<file path="src/rtl/uart_fe_pkg.sv">
package uart_fe_pkg;

    localparam int OVS       = 16;
    localparam int FRAME_MAX = 12;

    typedef struct packed {
        logic [1:0] wlen;
        logic       fifo_en;
        logic       stop2;
        logic       even;
        logic       par_en;
        logic       brk;
    } fcon_t;

    typedef struct packed {
        logic       brk;
        logic       ovr;
        logic       pe;
        logic       fe;
        logic [7:0] data;
    } rx_word_t;

    typedef enum logic [1:0] {RX_IDLE, RX_START, RX_BITS, RX_HOLD} rx_state_t;

    function automatic logic [3:0] data_len(fcon_t c);
        return 4'd5 + {2'b00, c.wlen};
    endfunction

    function automatic logic [3:0] frame_len(fcon_t c);
        return data_len(c) + 4'd2 + {3'b000, c.par_en} + {3'b000, c.stop2};
    endfunction

    function automatic logic [7:0] trim(logic [7:0] d, fcon_t c);
        logic [7:0] r;
        r = '0;
        for (int i = 0; i < 8; i++)
            if (4'(i) < data_len(c)) r[3'(i)] = d[3'(i)];
        return r;
    endfunction

    function automatic logic par_bit(logic [7:0] d, fcon_t c);
        return c.even ? (^trim(d, c)) : ~(^trim(d, c));
    endfunction

    function automatic logic [FRAME_MAX-1:0] build_frame(fcon_t c, logic [7:0] d);
        logic [FRAME_MAX-1:0] f;
        logic [3:0] n;
        f = '1;
        n = data_len(c);
        f[0] = 1'b0;
        for (int i = 0; i < 8; i++)
            if (4'(i) < n) f[4'(i) + 4'd1] = d[3'(i)];
        if (c.par_en) f[n + 4'd1] = par_bit(d, c);
        return f;
    endfunction

    function automatic rx_word_t decode_frame(logic [FRAME_MAX-1:0] s, fcon_t c);
        rx_word_t   w;
        logic [3:0] n, nb, sp;
        logic [7:0] d;
        logic       allz;
        n    = data_len(c);
        nb   = frame_len(c);
        d    = '0;
        allz = 1'b1;
        for (int i = 0; i < 8; i++)
            if (4'(i) < n) d[3'(i)] = s[4'(i) + 4'd1];
        for (int i = 0; i < FRAME_MAX; i++)
            if (4'(i) < nb && s[4'(i)]) allz = 1'b0;
        sp     = n + 4'd1 + {3'b000, c.par_en};
        w      = '0;
        w.data = d;
        w.pe   = c.par_en && (s[n + 4'd1] != par_bit(d, c));
        w.fe   = !s[sp] || (c.stop2 && !s[sp + 4'd1]);
        if (allz) begin
            w     = '0;
            w.brk = 1'b1;
        end
        return w;
    endfunction

endpackage

</file>
<file path="src/rtl/uart_fe_fifo.sv">
module uart_fe_fifo #(
    parameter int W        = 12,
    parameter int DEPTH    = 16,
    parameter int MARK_BIT = 10
) (
    input  logic         clk,
    input  logic         rst,
    input  logic         deep_i,
    input  logic         push_i,
    input  logic [W-1:0] wdata_i,
    input  logic         pop_i,
    input  logic         mark_i,
    output logic [W-1:0] rdata_o,
    output logic         empty_o,
    output logic         full_o
);
    localparam int AW = $clog2(DEPTH);
    localparam int CW = $clog2(DEPTH + 1);

    logic [W-1:0]  mem [DEPTH];
    logic [AW-1:0] wr_ptr, rd_ptr, last_ptr;
    logic [CW-1:0] count, cap;
    logic          do_push, do_pop;

    assign cap      = deep_i ? CW'(DEPTH) : CW'(1);
    assign full_o   = (count >= cap);
    assign empty_o  = (count == '0);
    assign do_push  = push_i && !full_o;
    assign do_pop   = pop_i && !empty_o;
    assign last_ptr = wr_ptr - AW'(1);
    assign rdata_o  = mem[rd_ptr];

    always_ff @(posedge clk) begin
        if (rst) begin
            wr_ptr <= '0;
            rd_ptr <= '0;
            count  <= '0;
        end else begin
            if (do_push) wr_ptr <= wr_ptr + AW'(1);
            if (do_pop)  rd_ptr <= rd_ptr + AW'(1);
            case ({do_push, do_pop})
                2'b10:   count <= count + CW'(1);
                2'b01:   count <= count - CW'(1);
                default: count <= count;
            endcase
        end
    end

    always_ff @(posedge clk) begin
        if (do_push) mem[wr_ptr] <= wdata_i;
        if (mark_i && !empty_o) mem[last_ptr][MARK_BIT] <= 1'b1;
    end

    a_r7_within_cap: assert property (@(posedge clk) disable iff (rst)
        count <= cap);
    a_r10_pop_empty: assert property (@(posedge clk) disable iff (rst)
        (pop_i && empty_o && !push_i) |=> $stable(count));
    a_r8_mark_full: assert property (@(posedge clk) disable iff (rst)
        mark_i |-> full_o);
endmodule

</file>
<file path="src/rtl/uart_fe_tx.sv">
module uart_fe_tx
    import uart_fe_pkg::*;
(
    input  logic       clk,
    input  logic       rst,
    input  logic       tick_i,
    input  fcon_t      cfg_i,
    input  logic       have_i,
    input  logic [7:0] data_i,
    output logic       take_o,
    output logic       line_o,
    output logic       busy_o
);
    localparam int CNTW = $clog2(OVS);

    logic [FRAME_MAX-1:0] frame;
    logic [3:0]           nbits, bit_idx;
    logic [CNTW-1:0]      cnt;
    logic                 active;

    assign take_o = !active && have_i;
    assign busy_o = active;
    assign line_o = (active ? frame[bit_idx] : 1'b1) & ~cfg_i.brk;

    always_ff @(posedge clk) begin
        if (rst) begin
            active  <= 1'b0;
            frame   <= '1;
            nbits   <= 4'd1;
            bit_idx <= '0;
            cnt     <= '0;
        end else if (take_o) begin
            active  <= 1'b1;
            frame   <= build_frame(cfg_i, data_i);
            nbits   <= frame_len(cfg_i);
            bit_idx <= '0;
            cnt     <= '0;
        end else if (active && tick_i) begin
            if (cnt == CNTW'(OVS - 1)) begin
                cnt <= '0;
                if (bit_idx == nbits - 4'd1) active  <= 1'b0;
                else                         bit_idx <= bit_idx + 4'd1;
            end else begin
                cnt <= cnt + CNTW'(1);
            end
        end
    end

    a_r11_start_needs_data: assert property (@(posedge clk) disable iff (rst)
        $rose(busy_o) |-> $past(have_i));
    a_r3_index_in_frame: assert property (@(posedge clk) disable iff (rst)
        busy_o |-> (bit_idx < nbits));
endmodule

</file>
<file path="src/rtl/uart_fe_rx.sv">
module uart_fe_rx
    import uart_fe_pkg::*;
(
    input  logic     clk,
    input  logic     rst,
    input  logic     tick_i,
    input  fcon_t    cfg_i,
    input  logic     line_i,
    output logic     done_o,
    output rx_word_t word_o
);
    localparam int CNTW = $clog2(OVS);

    rx_state_t            st;
    fcon_t                lcfg;
    logic [FRAME_MAX-1:0] samp;
    logic [3:0]           nbits, bit_idx;
    logic [CNTW-1:0]      cnt;
    logic                 s1, s2, fin;

    assign done_o = fin;
    assign word_o = decode_frame(samp, lcfg);

    always_ff @(posedge clk) begin
        if (rst) begin
            s1 <= 1'b1;
            s2 <= 1'b1;
        end else begin
            s1 <= line_i;
            s2 <= s1;
        end
    end

    always_ff @(posedge clk) begin
        if (rst) begin
            st      <= RX_IDLE;
            lcfg    <= '0;
            samp    <= '1;
            nbits   <= 4'd1;
            bit_idx <= '0;
            cnt     <= '0;
            fin     <= 1'b0;
        end else begin
            fin <= 1'b0;
            if (tick_i) begin
                case (st)
                    RX_IDLE: if (!s2) begin
                        st    <= RX_START;
                        cnt   <= CNTW'(1);
                        lcfg  <= cfg_i;
                        nbits <= frame_len(cfg_i);
                    end
                    RX_START: begin
                        if (cnt == CNTW'(OVS / 2 - 1)) begin
                            cnt <= '0;
                            if (!s2) begin
                                st      <= RX_BITS;
                                samp    <= '1;
                                samp[0] <= 1'b0;
                                bit_idx <= 4'd1;
                            end else begin
                                st <= RX_IDLE;
                            end
                        end else begin
                            cnt <= cnt + CNTW'(1);
                        end
                    end
                    RX_BITS: begin
                        if (cnt == CNTW'(OVS - 1)) begin
                            cnt           <= '0;
                            samp[bit_idx] <= s2;
                            if (bit_idx == nbits - 4'd1) begin
                                fin <= 1'b1;
                                st  <= s2 ? RX_IDLE : RX_HOLD;
                            end else begin
                                bit_idx <= bit_idx + 4'd1;
                            end
                        end else begin
                            cnt <= cnt + CNTW'(1);
                        end
                    end
                    default: if (s2) st <= RX_IDLE;
                endcase
            end
        end
    end

    a_r5_done_single: assert property (@(posedge clk) disable iff (rst)
        done_o |=> !done_o);
endmodule

</file>
<file path="src/rtl/uart_fe_top.sv">
module uart_fe_top
    import uart_fe_pkg::*;
#(
    parameter int FIFO_DEPTH = 16,
    parameter int TO_BITS    = 32
) (
    input  logic        clk,
    input  logic        rst,
    input  logic        tick_i,
    input  logic [6:0]  fcon_i,
    input  logic        tx_push_i,
    input  logic [7:0]  tx_data_i,
    output logic        tx_full_o,
    output logic        tx_empty_o,
    output logic        tx_busy_o,
    output logic        tx_line_o,
    input  logic        rx_line_i,
    input  logic        rx_pop_i,
    output logic [11:0] rx_word_o,
    output logic        rx_empty_o,
    output logic        rx_full_o,
    output logic        rx_timeout_o
);
    localparam int TO_LIMIT = TO_BITS * OVS;
    localparam int TOW      = $clog2(TO_LIMIT + 1);

    fcon_t      cfg;
    logic [7:0] txq_data;
    logic       tx_take, rx_done;
    rx_word_t   rx_new;
    logic [TOW-1:0] to_cnt;

    assign cfg = fcon_t'(fcon_i);

    uart_fe_fifo #(.W(8), .DEPTH(FIFO_DEPTH), .MARK_BIT(0)) u_txq (
        .clk(clk), .rst(rst), .deep_i(cfg.fifo_en),
        .push_i(tx_push_i), .wdata_i(tx_data_i), .pop_i(tx_take), .mark_i(1'b0),
        .rdata_o(txq_data), .empty_o(tx_empty_o), .full_o(tx_full_o));

    uart_fe_tx u_tx (
        .clk(clk), .rst(rst), .tick_i(tick_i), .cfg_i(cfg),
        .have_i(!tx_empty_o), .data_i(txq_data), .take_o(tx_take),
        .line_o(tx_line_o), .busy_o(tx_busy_o));

    uart_fe_rx u_rx (
        .clk(clk), .rst(rst), .tick_i(tick_i), .cfg_i(cfg),
        .line_i(rx_line_i), .done_o(rx_done), .word_o(rx_new));

    uart_fe_fifo #(.W(12), .DEPTH(FIFO_DEPTH), .MARK_BIT(10)) u_rxq (
        .clk(clk), .rst(rst), .deep_i(cfg.fifo_en),
        .push_i(rx_done), .wdata_i(rx_new), .pop_i(rx_pop_i),
        .mark_i(rx_done && rx_full_o),
        .rdata_o(rx_word_o), .empty_o(rx_empty_o), .full_o(rx_full_o));

    always_ff @(posedge clk) begin
        if (rst || rx_done || rx_empty_o || rx_pop_i)
            to_cnt <= '0;
        else if (tick_i && to_cnt != TOW'(TO_LIMIT))
            to_cnt <= to_cnt + TOW'(1);
    end

    assign rx_timeout_o = (to_cnt == TOW'(TO_LIMIT));

    a_r9_timeout_nonempty: assert property (@(posedge clk) disable iff (rst)
        rx_timeout_o |-> !rx_empty_o);
    a_r9_clear_on_read: assert property (@(posedge clk) disable iff (rst)
        (rx_pop_i && !rx_empty_o) |=> !rx_timeout_o);
endmodule

</file>
<file path="config.mk">
export PLATFORM = sky130hd
export DESIGN_NAME = uart_fe_top
export DESIGN_NICKNAME = d
export VERILOG_FILES = /design/src/rtl/uart_fe_pkg.sv /design/src/rtl/uart_fe_fifo.sv /design/src/rtl/uart_fe_tx.sv /design/src/rtl/uart_fe_rx.sv /design/src/rtl/uart_fe_top.sv
export SDC_FILE = /design/constraint.sdc
export NUM_CORES = 1
export LEC_CHECK = 0
export BUFFER_PORTS_ARGS = -buffer_cell sky130_fd_sc_hd__buf_2
export CAP_MARGIN = 0
export CORE_MARGIN = 3
export CORE_UTILIZATION = 56
export DETAILED_ROUTE_END_ITERATION = 10
export MAX_ROUTING_LAYER = met4
export PLACE_DENSITY = 0.77
export SLEW_MARGIN = 30
export SYNTH_ARGS = -nofsm -noshare
export SYNTH_HDL_FRONTEND = slang
export SYNTH_SLANG_ARGS = --single-unit
</file>
<file path="constraint.sdc">
create_clock -name clk -period 3.9 [get_ports clk]
set_clock_uncertainty 0.15 [all_clocks]
set_input_delay 0.39 -clock clk [delete_from_list [all_inputs] [get_ports clk]]
set_output_delay 0.39 -clock clk [all_outputs]
set_load 0.03 [all_outputs]
</file>
Word-level counts from Yosys, hierarchy flattened
Memory sizes are Yosys's and may differ from the RTL's. A register that Yosys moved wholly into a read port is not among the register bits.
Cells that the tools add are included.
Storage, ports and cells
  register bits: 95
  RAM bits: 320
  bits of input ports: 21
  output and inout port bits: 19
  word-level logic and storage cells: 285
  memories: 2
Operators by class
  $add $sub $neg: 28
  magnitude comparators: 30
  eq/ne operators: 20
  mux-type cells: 117
  bitwise logic cells: 9
  reductions and logical operators: 55
Memories
  u_rxq.mem: depth 16, width 12, rd ports 1, clocked after memory_dff 1, write ports 1, line uart_fe_fifo.sv:20  | logic [W-1:0] mem [DEPTH];
  u_txq.mem: depth 16, width 8, rd ports 1, clocked after memory_dff 1, write ports 1, line uart_fe_fifo.sv:20
Operator list (count)
  two-way mux 1 bit: 76
  two-way mux 12 bit: 6
  two-way mux 4 bit: 12
  adder 4 x 1 -> 4 bit, second input constant: 11
  less-than comparator 3 x 4 -> 1 bit, first input constant: 8
  less-than comparator 4 x 5 -> 1 bit, second input constant: 6
  bitwise mux 12 bit: 2
  less-than comparator 1 x 4 -> 1 bit, first input constant: 6
  less-than comparator 2 x 4 -> 1 bit, first input constant: 6
  one-hot mux 12 bit (2 select lines): 1
  logical AND 1 bit: 21
  adder 4 x 1 -> 4 bit: 5
  one-hot mux 5 bit (2 select lines): 2
  binary-select mux 1 bit (select 4 bit): 4
  two-way mux 2 bit: 8
  parity 8 bit: 2
  one-hot mux 4 bit (3 select lines): 1
  AND reduction 3 bit: 4
  AND reduction 6 bit: 2
  nonzero test 2 bit: 6
  OR reduction 12 bit: 1
  subtractor 4 x 1 -> 4 bit, second input constant: 3
  adder 10 x 1 -> 10 bit, second input constant: 1
  adder 5 x 1 -> 5 bit, second input constant: 2
  other kinds (30): 63

Longest topological paths before layout
Gate-level depths: netlist (run 1).
  depth after elaboration: 16
  gate-level depth with buffers: 16
  depth with buffers taken out: 15

Cells and area by module
From an unflattened synthesis (run 1), not the netlist that was laid out.
Unflattened totals
  cell total of the unflattened synthesis: 1403
  area, all modules: 19368.6 µm²
Modules (own cells, without submodules)
  uart_fe_fifo at u_rxq: instances 1, cells an instance 454, area an instance 8463.1 µm², sequential area each 5945.7 µm²
  uart_fe_fifo at u_txq: instances 1, cells an instance 394, area an instance 6142.1 µm², sequential area each 4023.9 µm²
  uart_fe_rx: instances 1, cells an instance 319, area an instance 2682.6 µm², sequential area each 680.7 µm²
  uart_fe_tx: instances 1, cells an instance 172, area an instance 1534.0 µm², sequential area each 500.5 µm²
  uart_fe_top: instances 1, cells an instance 64, area an instance 546.8 µm², sequential area each 200.2 µm²

Least setup slack after synthesis (run 1)
Ideal clock, no wire load.
  path kind: flip-flop to flip-flop
  from: register u_txq.count[1]
  to: register u_txq.count[4]
  arrival time: 3.666 ns
  setup slack: 0.014 ns
  cell stages (with the launch flop): 14
  path buffers: 2
  period minus slack after synthesis: 3.886 ns
  cells stage by stage: dfxtp_1 -> or3_1 -> nor3_1 -> or2_2 -> clkbuf_1 -> inv_1 -> clkbuf_1 -> ha_1 -> ha_1 -> a21o_1 -> a21oi_1 -> xnor2_1 -> or3_1 -> a21oi_1
Between the ends
  cells in the longest elaborated chain, start to end: 6
Ends and longest elaborated chain
  start: declaration: line uart_fe_fifo.sv:22  | logic [CW-1:0] count, cap;
  start signal: assignment: line uart_fe_fifo.sv:42  | 2'b10: count <= count + CW'(1);
  start signal: assignment: line uart_fe_fifo.sv:43  | 2'b01: count <= count - CW'(1);
  start signal: assignment: line uart_fe_fifo.sv:44  | default: count <= count;
  zero test 5 bit (*): line uart_fe_fifo.sv:27  | assign empty_o = (count == '0);
  net tx_empty_o: line uart_fe_top.sv:14  | output logic tx_empty_o,
  zero test 1 bit (*): line uart_fe_top.sv:42  | .have_i(!tx_empty_o), .data_i(txq_data), .take_o(tx_take),
  logical AND 1 bit (*): line uart_fe_tx.sv:21  | assign take_o = !active && have_i;
  net tx_take: line uart_fe_top.sv:29  | logic tx_take, rx_done;
  logical AND 1 bit (*): line uart_fe_fifo.sv:29  | assign do_pop = pop_i && !empty_o;
  == test 2 x 1 -> 1 bit or == test 2 bit (tied branches): line uart_fe_fifo.sv:41  | case ({do_push, do_pop})
  one-hot mux 5 bit (2 select lines) or nonzero test 2 bit (tied branches)
Mark *: on every way through the listed nets, which the timed path passes. The rest lies on a longest branch.
A chain may end at the register's enable or synchronous reset.

Worst setup path after layout (run 1)
  from: register u_rx.lcfg[5] (netlist bit)
  to: memory u_rxq.mem[2][1] (data pin)
Between the ends
  cells in the longest elaborated chain, start to end: 16
Ends and longest elaborated chain
  start: declaration: line uart_fe_rx.sv:15  | fcon_t lcfg;
  start signal: assignment: line uart_fe_rx.sv:50  | lcfg <= cfg_i;
  adder 3 x 2 -> 4 bit (*): line uart_fe_pkg.sv:26  | return 4'd5 + {2'b00, c.wlen};
  adder 4 x 2 -> 4 bit: line uart_fe_pkg.sv:30  | return data_len(c) + 4'd2 + {3'b000, c.par_en} + {3'b000, c.stop2};
  adder 4 x 1 -> 4 bit (2 in series): line uart_fe_pkg.sv:30
  less-than comparator 1 x 4 -> 1 bit: line uart_fe_pkg.sv:69  | if (4'(i) < nb && s[4'(i)]) allz = 1'b0;
  logical AND 1 bit: line uart_fe_pkg.sv:69
  two-way mux 1 bit (8 in series): line uart_fe_pkg.sv:69
  two-way mux 12 bit (*): line uart_fe_pkg.sv:75  | if (allz) begin
  two-way mux 12 bit (no line) (*)
  end: declaration: line uart_fe_fifo.sv:20
Every way passes the cells marked *; elsewhere a longest branch is shown, timed or not. The select of a mux whose other input is x is not followed.

==> results.sh, run 1 <==
export IMPL_cts_resized=0
export IMPL_synthMuxAreaShare_pct=13.0
export IMPL_tightestPinTransition_ps=696
export IMPL_yosys_area_share_simple_pct=11.4
export IMPL_cts_htree_levels=1
export IMPL_yosysTopAreaCellShare_pct=41.9
export IMPL_syn_area_sq_mm=0.0138
export IMPL_pwr_density_cell_mw_per_mm2=500
export IMPL_hpwl_um=18300
export IMPL_cts_tree="yes"
export IMPL_synthAdderAreaFrac_pct=5.40
export IMPL_hold_buffers=5
export IMPL_postPlaceCellArea_sq_mm=0.0143
export IMPL_synth_ff_type="edfxtp_1"
export IMPL_irDropWorstVdd_uv=529
export IMPL_final_core_utilization_pct=65.0
export IMPL_max_freq_ghz=0.287
export IMPL_nFillCells=1714
export IMPL_max_slew_margin_pct=53.2
export IMPL_crit_type="flip-flop to flip-flop"
export IMPL_setup_worst_path_start_class="flip-flop"
export IMPL_vias=8319
export IMPL_grt_usage_pct=21.2
export IMPL_area_growth_pct=12.3
export IMPL_min_period_ps=3490
export IMPL_ys_seq_elements=295
export IMPL_period_share_pct=89.5
export IMPL_dieArea_sq_mm=0.0265
export IMPL_finalWorstSetupSlack_ps=411
export IMPL_end_kind="flip-flop"
export IMPL_slew_viol_final=0
export IMPL_worstPathMaxFanout=16
export IMPL_place_congestion=0.815
export IMPL_layout_common_cells="192 x edfxtp_1, 119 x nor2_1, 102 x dfxtp_1, 79 x nand2_1, 64 x a21oi_1"
export IMPL_setup_tns_ps=0
export IMPL_critical_path_required_ps=3970
export IMPL_drc=0
export IMPL_die_w_um=163
export IMPL_layout_cells_non_filler=1462
export IMPL_antenna_left=0
export IMPL_timing_hold_ws_ps=22.0
export IMPL_final_common_cell="edfxtp_1"
export IMPL_die_h_um=163
export IMPL_initial_utilization_pct=57.8
export IMPL_clk_pin_slew_ps=60
export IMPL_port_buffers=31
export IMPL_cts_sinks=295
export IMPL_hold_viol=0
export IMPL_layout_drive_gt1_share_pct=17.2
export IMPL_fin_area_sq_mm=0.0155
export IMPL_synthXorXnorAreaFrac_pct=4.59
export IMPL_antenna_found_initial=0
export IMPL_placedCellCount=1401
export IMPL_syn_inst=1073
export IMPL_rsz0062_at_grt="false"
export IMPL_first_pass_iters=4
export IMPL_grt_pass1_vias=8341
export IMPL_cellLeakagePower_nw=5.38
export IMPL_clockRootBuffer="clkbuf_16"
export IMPL_clockBufferDepth=3
export IMPL_grt_max_degree=42
export IMPL_drv_cap=0
export IMPL_clock_latency_ps=550
export IMPL_synth_top_family_by_area="multiplexers"
export IMPL_total_power_mw=7.73
export IMPL_synth_top_area_cell="edfxtp_1"
export IMPL_yosysWarnings=0
export IMPL_setup_violations_final=0
export IMPL_synthArstFlopShare_pct=0
export IMPL_routed_via_density=5.69
export IMPL_outcome="completed"
export IMPL_crit_arrival_ps=3560
export IMPL_synth_edf_count=192
export IMPL_overflow=0
export IMPL_hp_class="primary input to flip-flop"
export IMPL_ys_seq_area_share_pct=56.8
export IMPL_detail_route_wl_per_cell_um=18.3
export IMPL_nNetsFinal=1197
export IMPL_io_pins=40
export IMPL_routed_wl_um=26800
export IMPL_antenna_cells=0
export IMPL_fp_row_count=56
export IMPL_postCtsSetupBuffers=0
export IMPL_post_place_ws_ps=85.9
export IMPL_syn_avg_cell_area_sq_um=12.8
export IMPL_numCtsBuffers=30
export IMPL_coreArea_sq_mm=0.0238
export IMPL_grt_pass1_wl_um=43700
export IMPL_yosys_top_cells_area="edfxtp_1 42%, dfxtp_1 15%, mux4_2 9.2%"
export IMPL_rrSetupSlack_ps=410
export IMPL_ys_types=67
export IMPL_drtIter0Drc=545
export IMPL_synth_compound_area_share_pct=5.68
==> Yosys cell counts, drive strengths merged, types with 5 or more instances <==
master / n
nand4: 14
nand2: 79
or2: 12
inv: 41
xnor2: 29
mux2i: 20
edfxtp: 192
and2: 10
ha: 53
dfxtp: 103
nor2: 119
or3: 10
xor2: 35
o21ai: 21
nor3: 16
nand3: 30
a31oi: 9
a211oi: 5
nand2b: 11
buf: 16
nor2b: 8
nand3b: 6
clkbuf: 43
a21o: 6
mux4: 68
and3: 9
a21oi: 65
==> sequential cells by signal (all words and copies together) (netlist names), 5 cells and up, named ones only <==
register	flops
u_rx.lcfg	5
u_txq.mem	64
to_cnt	10
u_rx.samp	12
u_rxq.mem	128
u_tx.frame	12
u_rxq.count	5
u_txq.count	5
==> power breakdown <==
part,total (mW),internal (mW),switching (mW)
Clock,3.09,1.91,1.17
Combinational,1.11,0.465,0.648
Sequential,3.53,3.41,0.116
==> worst paths after layout <==
kind | start | endpoint | depth (start not counted)
hold reg to reg | u_rx.s1 | u_rx.s2 | 1
setup reg to reg | u_rx.lcfg[5] | u_rxq.mem[2][1] | 10
hold / removal | fcon_i[6] | u_rx.lcfg[6] | 3
setup / recovery | u_rx.lcfg[5] | u_rxq.mem[2][1] | 10
==> cell type report <==
cell class              instances  area, sq um  area share [%]
flip-flops and latches        295         7830            50.6
well taps                     319          399            2.58
inverters                      42          158            1.02
multi-input cells             680         5540            35.8
clock buffers                  35          790            5.10
clock inverters                21          303            1.96
repair buffers                 70          460            2.98
==> critical path, stage by stage (launching register included) <==
cell	delay [ps]
dfxtp_1	330
inv_1	110
fa_1	430
a21oi_1	260
buf_4	180
mux2i_1	260
nand3b_1	100
a2111oi_0	480
o221ai_1	260
nor2b_1	240
and2_1	370
==> kinds of logic (layout without fill, tap and decap cells) <==
family	Yosys count	count (layout)
and+or+nand+nor	334	334
xor gates and xnor gates	65	65
other	1	4
muxes	89	89
DFF	295	295
buffers and inverters	101	168
AOI/OAI and AO/OA	131	131
adders and majority gates	57	57
==> metal layers <==
layer,track usage (%),part of all wire [%],vias to the layer above
li1,-,-,4007
met4,5.38,2.4,0
met3,2.64,4.1,52
met5,-,0,-
met1,26.8,42,4070
met2,36.7,52,190
Note: power is estimated with default switching activity, not from simulation.
==> run 2, diff against run 1 <==
- CORE_UTILIZATION: 56 -> 62
- PLACE_DENSITY: 0.77 -> 0.8
- clock period: 3.9 -> 3.3 ns (I/O delays scaled with it)
==> run 2 against run 1 <==
  * Core utilization grew 7.7 points
  * Non-clock buffer count is 16 higher
  * Cell area is 0.56% higher
  * Total power increased by 16%
  * Die area down 9.3%
  * Global-route usage is 2.4 points higher
  * Via count is 2.9% higher
  * Critical path type unchanged
  * Largest cell class unchanged
  * Largest power group unchanged
==> results.sh, run 2 (synthesized netlist as in run 1, its figures left out) <==
export IMPL_irDropWorstVdd_uv=623
export IMPL_switching_share_pct=25.8
export IMPL_numCtsBuffers=30
export IMPL_antenna_found_initial=1
export IMPL_grt_usage_pct=23.6
export IMPL_initial_utilization_pct=64.3
export IMPL_routed_via_density=5.97
export IMPL_post_place_ws_ps=-106
export IMPL_hpwl_um=18100
export IMPL_setup_worst_path_start_class="flip-flop"
export IMPL_largest_reg_flops=128
export IMPL_regMostFlops="u_rxq.mem"
export IMPL_coreArea_sq_mm=0.0214
export IMPL_routed_wl_um=27500
export IMPL_die_h_um=155
export IMPL_grt_pass1_vias=8608
export IMPL_drv_cap=0
export IMPL_final_common_cell="edfxtp_1"
export IMPL_slew_viol_final=0
export IMPL_dieArea_sq_mm=0.0240
export IMPL_cts_sinks=295
export IMPL_p_seq_share_pct=46.3
export IMPL_drc=0
export IMPL_min_period_ps=3240
export IMPL_cts_tree="yes"
export IMPL_io_pins=40
export IMPL_intPower_mw=6.64
export IMPL_fp_row_count=53
export IMPL_clk_pin_slew_ps=60
export IMPL_die_w_um=155
export IMPL_end_kind="flip-flop"
export IMPL_first_pass_iters=5
export IMPL_nNetsFinal=1213
export IMPL_period_share_pct=98.0
export IMPL_outcome="completed"
export IMPL_max_freq_ghz=0.309
export IMPL_pwr_share_clk_pct=37.4
export IMPL_switching_power_mw=2.31
export IMPL_critical_path_required_ps=3620
export IMPL_nFillCells=1324
export IMPL_layout_drive_gt1_share_pct=19.2
export IMPL_place_congestion=0.849
export IMPL_vias=8563
export IMPL_crit_type="flip-flop to flip-flop"
export IMPL_layout_common_cells="192 x edfxtp_1, 119 x nor2_1, 102 x dfxtp_1, 78 x nand2_1, 62 x a21oi_1"
export IMPL_setup_violations_final=0
export IMPL_grt_max_degree=40
export IMPL_overflow=0
export IMPL_antenna_left=0
export IMPL_clock_latency_ps=540
export IMPL_top_regs="u_rxq.mem (128), u_txq.mem (64)"
export IMPL_worstPathMaxFanout=4
export IMPL_area_growth_pct=13.0
export IMPL_cts_htree_levels=1
export IMPL_cellLeakagePower_nw=5.43
export IMPL_clockRootBuffer="clkbuf_16"
export IMPL_tightestPinTransition_ps=735
export IMPL_finalWorstSetupSlack_ps=64.9
export IMPL_grt_pass1_wl_um=44700
export IMPL_max_slew_margin_pct=51.0
export IMPL_pwr_density_cell_mw_per_mm2=575
export IMPL_clockBufferDepth=3
export IMPL_detail_route_wl_per_cell_um=19.2
export IMPL_hp_class="primary input to flip-flop"
export IMPL_drtIter0Drc=598
export IMPL_postPlaceCellArea_sq_mm=0.0144
export IMPL_port_buffers=31
export IMPL_crit_arrival_ps=3550
export IMPL_total_power_mw=8.95
export IMPL_hold_viol=0
export IMPL_power_frac_comb_pct=16.3
export IMPL_fin_area_sq_mm=0.0156
==> run 2: changes by cell type in the layout (fill, tap and decap cells not counted), moves of 3 or more <==
cell	change
buf_12	+3
and2_1	-5
and2_2	+4
clkinvlp_4	-3
buf_4	+12
clkbuf_1	+4
ha_1	-4
bufinv_16	-3
clkinv_1	+4
==> run 2: metal layers <==
metal | global-route usage [%] | wire [um]
met1 | 30.7 | 11400
met2 | 40.5 | 14100
met3 | 3.34 | 1480
met4 | 4.54 | 476
met5 | - | 0
==> run 2: path summary, 6_finish.rpt <==
| path | from | endpoint | slack, ps | cells after the start |
|---|---|---|---|---|
| hold / removal | tx_data_i[1] | u_txq.mem[11][1] | 50 | 1 |
| setup reg to reg | u_txq.count[1] | u_txq.count[4] | 60 | 14 |
| hold reg to reg | u_rx.s1 | u_rx.s2 | 270 | 1 |
| setup / recovery | u_txq.count[1] | u_txq.count[4] | 60 | 14 |
==> run 2: power by group through the flow <==
| stage | registers [mW] | logic (mW) | clock network [mW] |
|---|---|---|---|
| CTS | 4.14 | 1.43 | 3.40 |
| floorplan | 4.19 | 1.07 | 0 |
| global route | 4.15 | 1.60 | 3.53 |
| global placement | 4.21 | 1.36 | 0 |
| finish | 4.14 | 1.46 | 3.35 |
| detailed placement | 4.21 | 1.40 | 0 |
==> run 2: worst max-delay path: stages, from the launching register on <==
cell and delay [ps]:
dfxtp_1 320, or3_1 400, or3b_2 470, a21oi_2 180, and2_4 160, inv_1 40, ha_2 190, inv_2 90
fa_2 220, inv_1 60, a21o_1 160, a21oi_2 170, xnor2_1 90, or3_1 300, a21oi_1 160
==> run 2: metrics by stage <==
| stage | setup TNS, ps | cells | hold WS [ps] | util [%] |
|---|---|---|---|---|
| floorplan | -53.4 | 1076 | 239 | - |
| global placement | 0 | 1370 | 245 | 67.3 |
| detailed placement | -1010 | 1370 | 260 | 67.3 |
| CTS | 0 | 1432 | 34.1 | 72.3 |
| global route | -814 | 1434 | 52.5 | 72.6 |
| finish | 0 | 1434 | 49.6 | 72.6 |
==> run 2: timing repair <==
action                     4_1_cts  5_1_grt
hold buffers                     6        0
hold endpoints to repair         6        0
setup endpoints to repair       17       99
gates resized for setup          2       18
buffers inserted                 1        1
pin swaps                        1        4
==> run 2: cell type report <==
type	instances	area, sq um	area share (%)
flip-flops and latches	295	7830	50.3
multi-input cells	680	5620	36.1
clock buffers	37	777	4.99
repair buffers	86	621	3.99
well taps	275	344	2.21
clock inverters	18	208	1.33
inverters	42	158	1.01
diodes	1	2.50	0.0161
